<file path="config.mk">
export PLATFORM = sky130hd
export DESIGN_NAME = aud_rx_out_router
export DESIGN_NICKNAME = d
export VERILOG_FILES = /design/src/rtl/aud_rx_out_pkg.sv /design/src/rtl/aud_rx_clk_div.sv /design/src/rtl/aud_rx_ser.sv /design/src/rtl/aud_rx_stat_lat.sv /design/src/rtl/aud_rx_pin_mux.sv /design/src/rtl/aud_rx_out_router.sv
export SDC_FILE = /design/constraint.sdc
export NUM_CORES = 1
export LEC_CHECK = 0
export ABC_AREA = 1
export BUFFER_PORTS_ARGS = -buffer_cell sky130_fd_sc_hd__buf_2
export CAP_MARGIN = 20
export CORE_ASPECT_RATIO = 1.2
export CORE_MARGIN = 4
export CORE_UTILIZATION = 55
export DETAILED_ROUTE_END_ITERATION = 6
export MAX_ROUTING_LAYER = met4
export PLACE_DENSITY = 0.85
export SETUP_SLACK_MARGIN = 0.3
export SLEW_MARGIN = 20
export SYNTH_ARGS = -nofsm -noshare
export SYNTH_HDL_FRONTEND = slang
export SYNTH_SLANG_ARGS = --single-unit
</file>
<file path="constraint.sdc">
create_clock -name clk_i -period 2.3 [get_ports clk_i]
set_clock_uncertainty 0.1 [all_clocks]
set_input_delay 0.575 -clock clk_i [delete_from_list [all_inputs] [get_ports clk_i]]
set_output_delay 0.575 -clock clk_i [all_outputs]
set_load 0.05 [all_outputs]
</file>
<file path="src/rtl/aud_rx_out_pkg.sv">
package aud_rx_out_pkg;
  typedef struct packed {
    logic bs;
    logic v;
    logic u;
    logic c;
  } sub_stat_t;
endpackage

</file>
<file path="src/rtl/aud_rx_clk_div.sv">
module aud_rx_clk_div #(
  parameter int BCK_DIV = 4,
  parameter int SLOT_W  = 32
) (
  input  logic clk_i,
  input  logic rst_ni,
  output logic bck_o,
  output logic wck_o,
  output logic aux_o,
  output logic sync_o,
  output logic load_o,
  output logic shift_o,
  output logic next_slot_o
);
  localparam int BCK_LOG  = $clog2(BCK_DIV);
  localparam int SLOT_LOG = $clog2(SLOT_W);
  localparam int CNT_W    = BCK_LOG + SLOT_LOG + 1;

  logic [CNT_W-1:0] cnt_q;

  always_ff @(posedge clk_i or negedge rst_ni) begin
    if (!rst_ni) cnt_q <= '0;
    else         cnt_q <= cnt_q + CNT_W'(1);
  end

  assign bck_o       = cnt_q[BCK_LOG-1];
  assign aux_o       = cnt_q[BCK_LOG-2];
  assign wck_o       = cnt_q[CNT_W-1];
  assign sync_o      = (cnt_q[CNT_W-1:BCK_LOG] == '0);
  // last master cycle of a slot: reload and capture for the next one
  assign load_o      = &cnt_q[CNT_W-2:0];
  assign next_slot_o = ~cnt_q[CNT_W-1];
  assign shift_o     = (&cnt_q[BCK_LOG-1:0]) & ~load_o;
endmodule

</file>
<file path="src/rtl/aud_rx_ser.sv">
module aud_rx_ser #(
  parameter int DATA_W = 24,
  parameter int SLOT_W = 32
) (
  input  logic              clk_i,
  input  logic              rst_ni,
  input  logic              load_i,
  input  logic              shift_i,
  input  logic              next_slot_i,
  input  logic [DATA_W-1:0] sample_l_i,
  input  logic [DATA_W-1:0] sample_r_i,
  input  logic              free_run_i,
  input  logic              sdo_mute_i,
  output logic              sdo_o,
  output logic              dsp_o
);
  logic [SLOT_W-1:0] sh_q;
  logic [SLOT_W-1:0] ld_word;
  logic [DATA_W-1:0] pick;

  assign pick = next_slot_i ? sample_r_i : sample_l_i;

  generate
    if (SLOT_W > DATA_W) begin : g_pad
      assign ld_word = {pick, {(SLOT_W-DATA_W){1'b0}}};
    end else begin : g_nopad
      assign ld_word = pick;
    end
  endgenerate

  always_ff @(posedge clk_i or negedge rst_ni) begin
    if (!rst_ni)      sh_q <= '0;
    else if (load_i)  sh_q <= ld_word;
    else if (shift_i) sh_q <= {sh_q[SLOT_W-2:0], 1'b0};
  end

  assign sdo_o = sh_q[SLOT_W-1] & ~(free_run_i | sdo_mute_i);
  assign dsp_o = sh_q[SLOT_W-1] & ~free_run_i;
endmodule

</file>
<file path="src/rtl/aud_rx_stat_lat.sv">
module aud_rx_stat_lat
  import aud_rx_out_pkg::*;
(
  input  logic       clk_i,
  input  logic       rst_ni,
  input  logic       load_i,
  input  logic       next_slot_i,
  input  logic       blk_start_i,
  input  logic [1:0] valid_i,
  input  logic [1:0] user_i,
  input  logic [1:0] chan_i,
  output sub_stat_t  stat_o
);
  sub_stat_t nxt;

  always_comb begin
    nxt.bs = blk_start_i;
    nxt.v  = valid_i[next_slot_i];
    nxt.u  = user_i[next_slot_i];
    nxt.c  = chan_i[next_slot_i];
  end

  always_ff @(posedge clk_i or negedge rst_ni) begin
    if (!rst_ni)     stat_o <= '0;
    else if (load_i) stat_o <= nxt;
  end
endmodule

</file>
<file path="src/rtl/aud_rx_pin_mux.sv">
module aud_rx_pin_mux
  import aud_rx_out_pkg::*;
(
  input  sub_stat_t stat_i,
  input  logic      free_run_i,
  input  logic      vuc_mute_i,
  input  logic      cs_mode_i,
  input  logic      user_mode_i,
  input  logic      bs_mode_i,
  input  logic      val_mode_i,
  input  logic      aux_i,
  input  logic      sync_i,
  input  logic      err_flag_i,
  input  logic      dbl_flag_i,
  output logic      fs128_c_o,
  output logic      sync_u_o,
  output logic      err_bs_o,
  output logic      dbl_v_o
);
  sub_stat_t gated;

  assign gated = (free_run_i | vuc_mute_i) ? '0 : stat_i;

  assign fs128_c_o = cs_mode_i   ? gated.c  : aux_i;
  assign sync_u_o  = user_mode_i ? gated.u  : sync_i;
  assign err_bs_o  = bs_mode_i   ? gated.bs : err_flag_i;
  assign dbl_v_o   = val_mode_i  ? gated.v  : dbl_flag_i;
endmodule

</file>
<file path="src/rtl/aud_rx_out_router.sv">
module aud_rx_out_router
  import aud_rx_out_pkg::*;
#(
  parameter int DATA_W  = 24,
  parameter int SLOT_W  = 32,
  parameter int BCK_DIV = 4
) (
  input  logic              clk_i,
  input  logic              rst_ni,
  input  logic              free_run_i,
  input  logic              sdo_mute_i,
  input  logic              vuc_mute_i,
  input  logic              cs_mode_i,
  input  logic              user_mode_i,
  input  logic              bs_mode_i,
  input  logic              val_mode_i,
  input  logic              err_flag_i,
  input  logic              dbl_flag_i,
  input  logic [DATA_W-1:0] sample_l_i,
  input  logic [DATA_W-1:0] sample_r_i,
  input  logic              blk_start_i,
  input  logic [1:0]        valid_i,
  input  logic [1:0]        user_i,
  input  logic [1:0]        chan_i,
  output logic              bck_o,
  output logic              wck_o,
  output logic              fs128_c_o,
  output logic              sync_u_o,
  output logic              err_bs_o,
  output logic              dbl_v_o,
  output logic              sdo_o,
  output logic              dsp_sdo_o
);
  logic      aux, sync, load, shift, next_slot;
  sub_stat_t stat;

  aud_rx_clk_div #(.BCK_DIV(BCK_DIV), .SLOT_W(SLOT_W)) i_clk_div (
    .clk_i(clk_i), .rst_ni(rst_ni),
    .bck_o(bck_o), .wck_o(wck_o), .aux_o(aux), .sync_o(sync),
    .load_o(load), .shift_o(shift), .next_slot_o(next_slot)
  );

  aud_rx_ser #(.DATA_W(DATA_W), .SLOT_W(SLOT_W)) i_ser (
    .clk_i(clk_i), .rst_ni(rst_ni),
    .load_i(load), .shift_i(shift), .next_slot_i(next_slot),
    .sample_l_i(sample_l_i), .sample_r_i(sample_r_i),
    .free_run_i(free_run_i), .sdo_mute_i(sdo_mute_i),
    .sdo_o(sdo_o), .dsp_o(dsp_sdo_o)
  );

  aud_rx_stat_lat i_stat_lat (
    .clk_i(clk_i), .rst_ni(rst_ni),
    .load_i(load), .next_slot_i(next_slot),
    .blk_start_i(blk_start_i), .valid_i(valid_i),
    .user_i(user_i), .chan_i(chan_i),
    .stat_o(stat)
  );

  aud_rx_pin_mux i_pin_mux (
    .stat_i(stat), .free_run_i(free_run_i), .vuc_mute_i(vuc_mute_i),
    .cs_mode_i(cs_mode_i), .user_mode_i(user_mode_i),
    .bs_mode_i(bs_mode_i), .val_mode_i(val_mode_i),
    .aux_i(aux), .sync_i(sync),
    .err_flag_i(err_flag_i), .dbl_flag_i(dbl_flag_i),
    .fs128_c_o(fs128_c_o), .sync_u_o(sync_u_o),
    .err_bs_o(err_bs_o), .dbl_v_o(dbl_v_o)
  );
endmodule

</file>
==> out/qor.csv <==
stage;metric;value;unit
timing;Peak Freq;509;MHz
cells_and_area;multi-input logic area;1080;um^2
cells_and_area;nets;510;
routing;vias;2352;
placed_design;Post-DP HPWL;3740;um
routing;total wire length;5430;um
logic_synthesis;Seq/Total Area, Yosys;38.0;%
clock_tree;CTS tree;done;
floorplan;Die ar.;5430;um^2
clock_tree;clk_lat worst skew;0.29;ns
routing;drt first pass iters;4;
clock_tree;H-tree lvl count;2;
logic_synthesis;synthesized area per cell;6.36;um^2
timing;final hold viol count;0;
global_routing;vias in the first global route;2335;
setup_path;crit path max fanout;5;
global_routing;largest net degree at the start of global routing;37;
floorplan;chip width;68.0;um
cells_and_area;most common cell after layout, fill and taps aside;nand2_1;
floorplan;core region area;4070;um^2
timing;final worst-path cycle share;85.4;%
timing;Tmin final;1.96;ns
setup_path;CP Capture Type;output port;
cells_and_area;layout cells sized above 1;22.1;%
timing;Final Max Tran Viols;0;
global_routing;total grt overflow;0;
clock_tree;CTS Hold Bufs;0;
placed_design;final estimated routing congestion in global placement;0.778;
logic_synthesis;Synth Instances;373;
timing;Slew @ Worst Pin;0.812;ns
clock_tree;Num CTS Buffers;5;
logic_synthesis;Netlist cell types;19;
worst_hold_path;Hold Crit Class;in -> async;
clock_tree;CTS clock-pin slew for the worst setup and hold paths;0.08;ns
floorplan;row cnt;25;
clock_tree;clk sink count;36;
routing;drt drc;0;
global_routing;initial antenna violation count;0;
global_routing;gr usage total;22.8;%
placed_design;worst slack, placed;0.170;ns
power;pwr dens;459;nW/um^2
power;leakage;1.87;nW
timing;Setup WS post-layout;0.336;ns
setup_path;required time worst endpoint;1.62;ns
clock_tree;Clock Tree Buf Depth;2;
job;max_cap viols;0;
routing;initial DRC count;180;
placed_design;number of port buffers;73;
floorplan;Starting Density;58.3;%
cells_and_area;# diodes;0;
logic_synthesis;Yosys warning total;0;
timing;setup_tns;0;ns
outcome;status;finished clean;
floorplan;die height;79.9;um
global_routing;first-pass GRT wire length;9470;um
cells_and_area;Layout area overhead;22.0;%
cells_and_area;most frequent cells in the layout;nand2_1 (165), inv_1 (77), buf_2 (68), nand3_1 (51), dfrtp_1 (35);
cells_and_area;FF/Latch Area;902;um^2
setup_path;CP Launch Type;flop;
timing;RSZ-0062 raised after global routing;true;
floorplan;Ports;74;
logic_synthesis;cell area after synthesis;2370;um^2
clock_tree;root buf cell;clkbuf_8;
setup_path;worst setup path category;reg -> out;
routing;Routed wire per std cell;10.9;um
timing;max_slew headroom;45.9;%
timing;endpoints failing setup;0;
setup_path;worst path arrival time;1.29;ns
setup_path;FF-to-FF setup slack;0.50;ns
cells_and_area;fill count;373;
logic_synthesis;number of synthesized register bits;36;
routing;post-route ant nets;0;
logic_synthesis;Syn Nets;440;
routing;Via density;4.72;
power;Worst VDD drop;0.000396;V
-- where the power goes --
part / internal (mW) / total (mW) / switching, mW
clock network: 0.322 / 0.550 / 0.228
registers: 0.633 / 0.633 / 0
logic: 0.0664 / 0.146 / 0.0794
total: 1.02 / 1.33 / 0.307
-- cells in the mapped netlist --
library cell	count	share of area [%]
buf_4	8	2.5
buf_2	5	1.1
nor2_1	6	0.95
clkbuf_1	2	0.32
nand4_1	1	0.26
nand2_2	2	0.53
nand2_1	165	26
a31oi_1	1	0.26
dfrtp_1	36	38
nand3_1	51	11
xor2_1	5	1.8
inv_2	1	0.16
ha_1	1	0.53
nor3_1	1	0.21
inv_1	78	12
nor2_8	2	1.7
buf_6	2	0.95
nand2_4	1	0.47
o21ai_0	5	1.1
-- metrics by stage --
stage / total power, mW / hold slack, ns / instance area (um^2) / util [%] / cells
2_1_floorplan: 0.708 / 0.179 / 2380 / - / 373
3_3_place_gp: 0.782 / 0.361 / 2730 / 67.1 / 487
3_5_place_dp: 0.785 / 0.352 / 2730 / 67.1 / 487
4_1_cts: 1.33 / 0.291 / 2860 / 70.3 / 496
5_1_grt: 1.38 / 0.336 / 2900 / 71.2 / 498
6_report: 1.33 / 0.276 / 2900 / 71.2 / 498
-- worst paths after layout --
check,endpoint,depth (start not counted),start
max in group asynchronous,i_clk_div.cnt_q[4],1,rst_ni
max reg2reg,i_ser.sh_q[8],7,i_clk_div.cnt_q[4]
min reg2reg,i_clk_div.cnt_q[0],1,i_clk_div.cnt_q[0]
min in group clk_i,i_clk_div.cnt_q[0],1,i_clk_div.cnt_q[0]
max,sync_u_o,4,i_clk_div.cnt_q[4]
min,i_ser.sh_q[22],1,rst_ni
-- sequential cells by signal (all words and copies together) (netlist names) --
register and count:
i_clk_div.cnt_q 8, i_ser.sh_q 24, i_stat_lat.stat_o 4
-- cell families after synthesis --
family	count (synthesis)	share of synthesized area, %
AND/OR/NAND/NOR	229	41.0
buffers and inverters	96	17.4
flip-flops	36	38.0
AO/OA/AOI/OAI	6	1.32
XOR/XNOR	5	1.85
adder cells (fa/ha/maj)	1	0.527
-- worst max-delay path, stage by stage (launching register included) --
cell,delay (ns)
dfrtp_2,0.44
nor2_1,0.10
nand4_1,0.13
o21ai_2,0.16
buf_6,0.17
-- repair_timing --
| action | 4_1_cts | 5_1_grt |
|---|---|---|
| endpoints found under the setup margin | 4 | 5 |
| resized for setup | 6 | 7 |
| gates cloned | 0 | 0 |
| setup buffers | 1 | 2 |
-- metal layers --
metal	up-vias	global-route usage, %	wire [um]
li1	1226	-	-
met1	1031	26.9	2240
met2	87	38.4	2740
met3	8	3.94	399
met4	0	8.35	55
met5	-	-	0
-- cell type report --
class                      count  area share [%]
clock inverter                 2            1.21
clock buffer                   6            2.51
timing repair buffer          80            15.4
multi-input combinational    241            37.2
tap                           54            2.33
sequential                    36            31.2
inverter                      79            10.2
No activity file was read; power rests on OpenSTA's default activity.
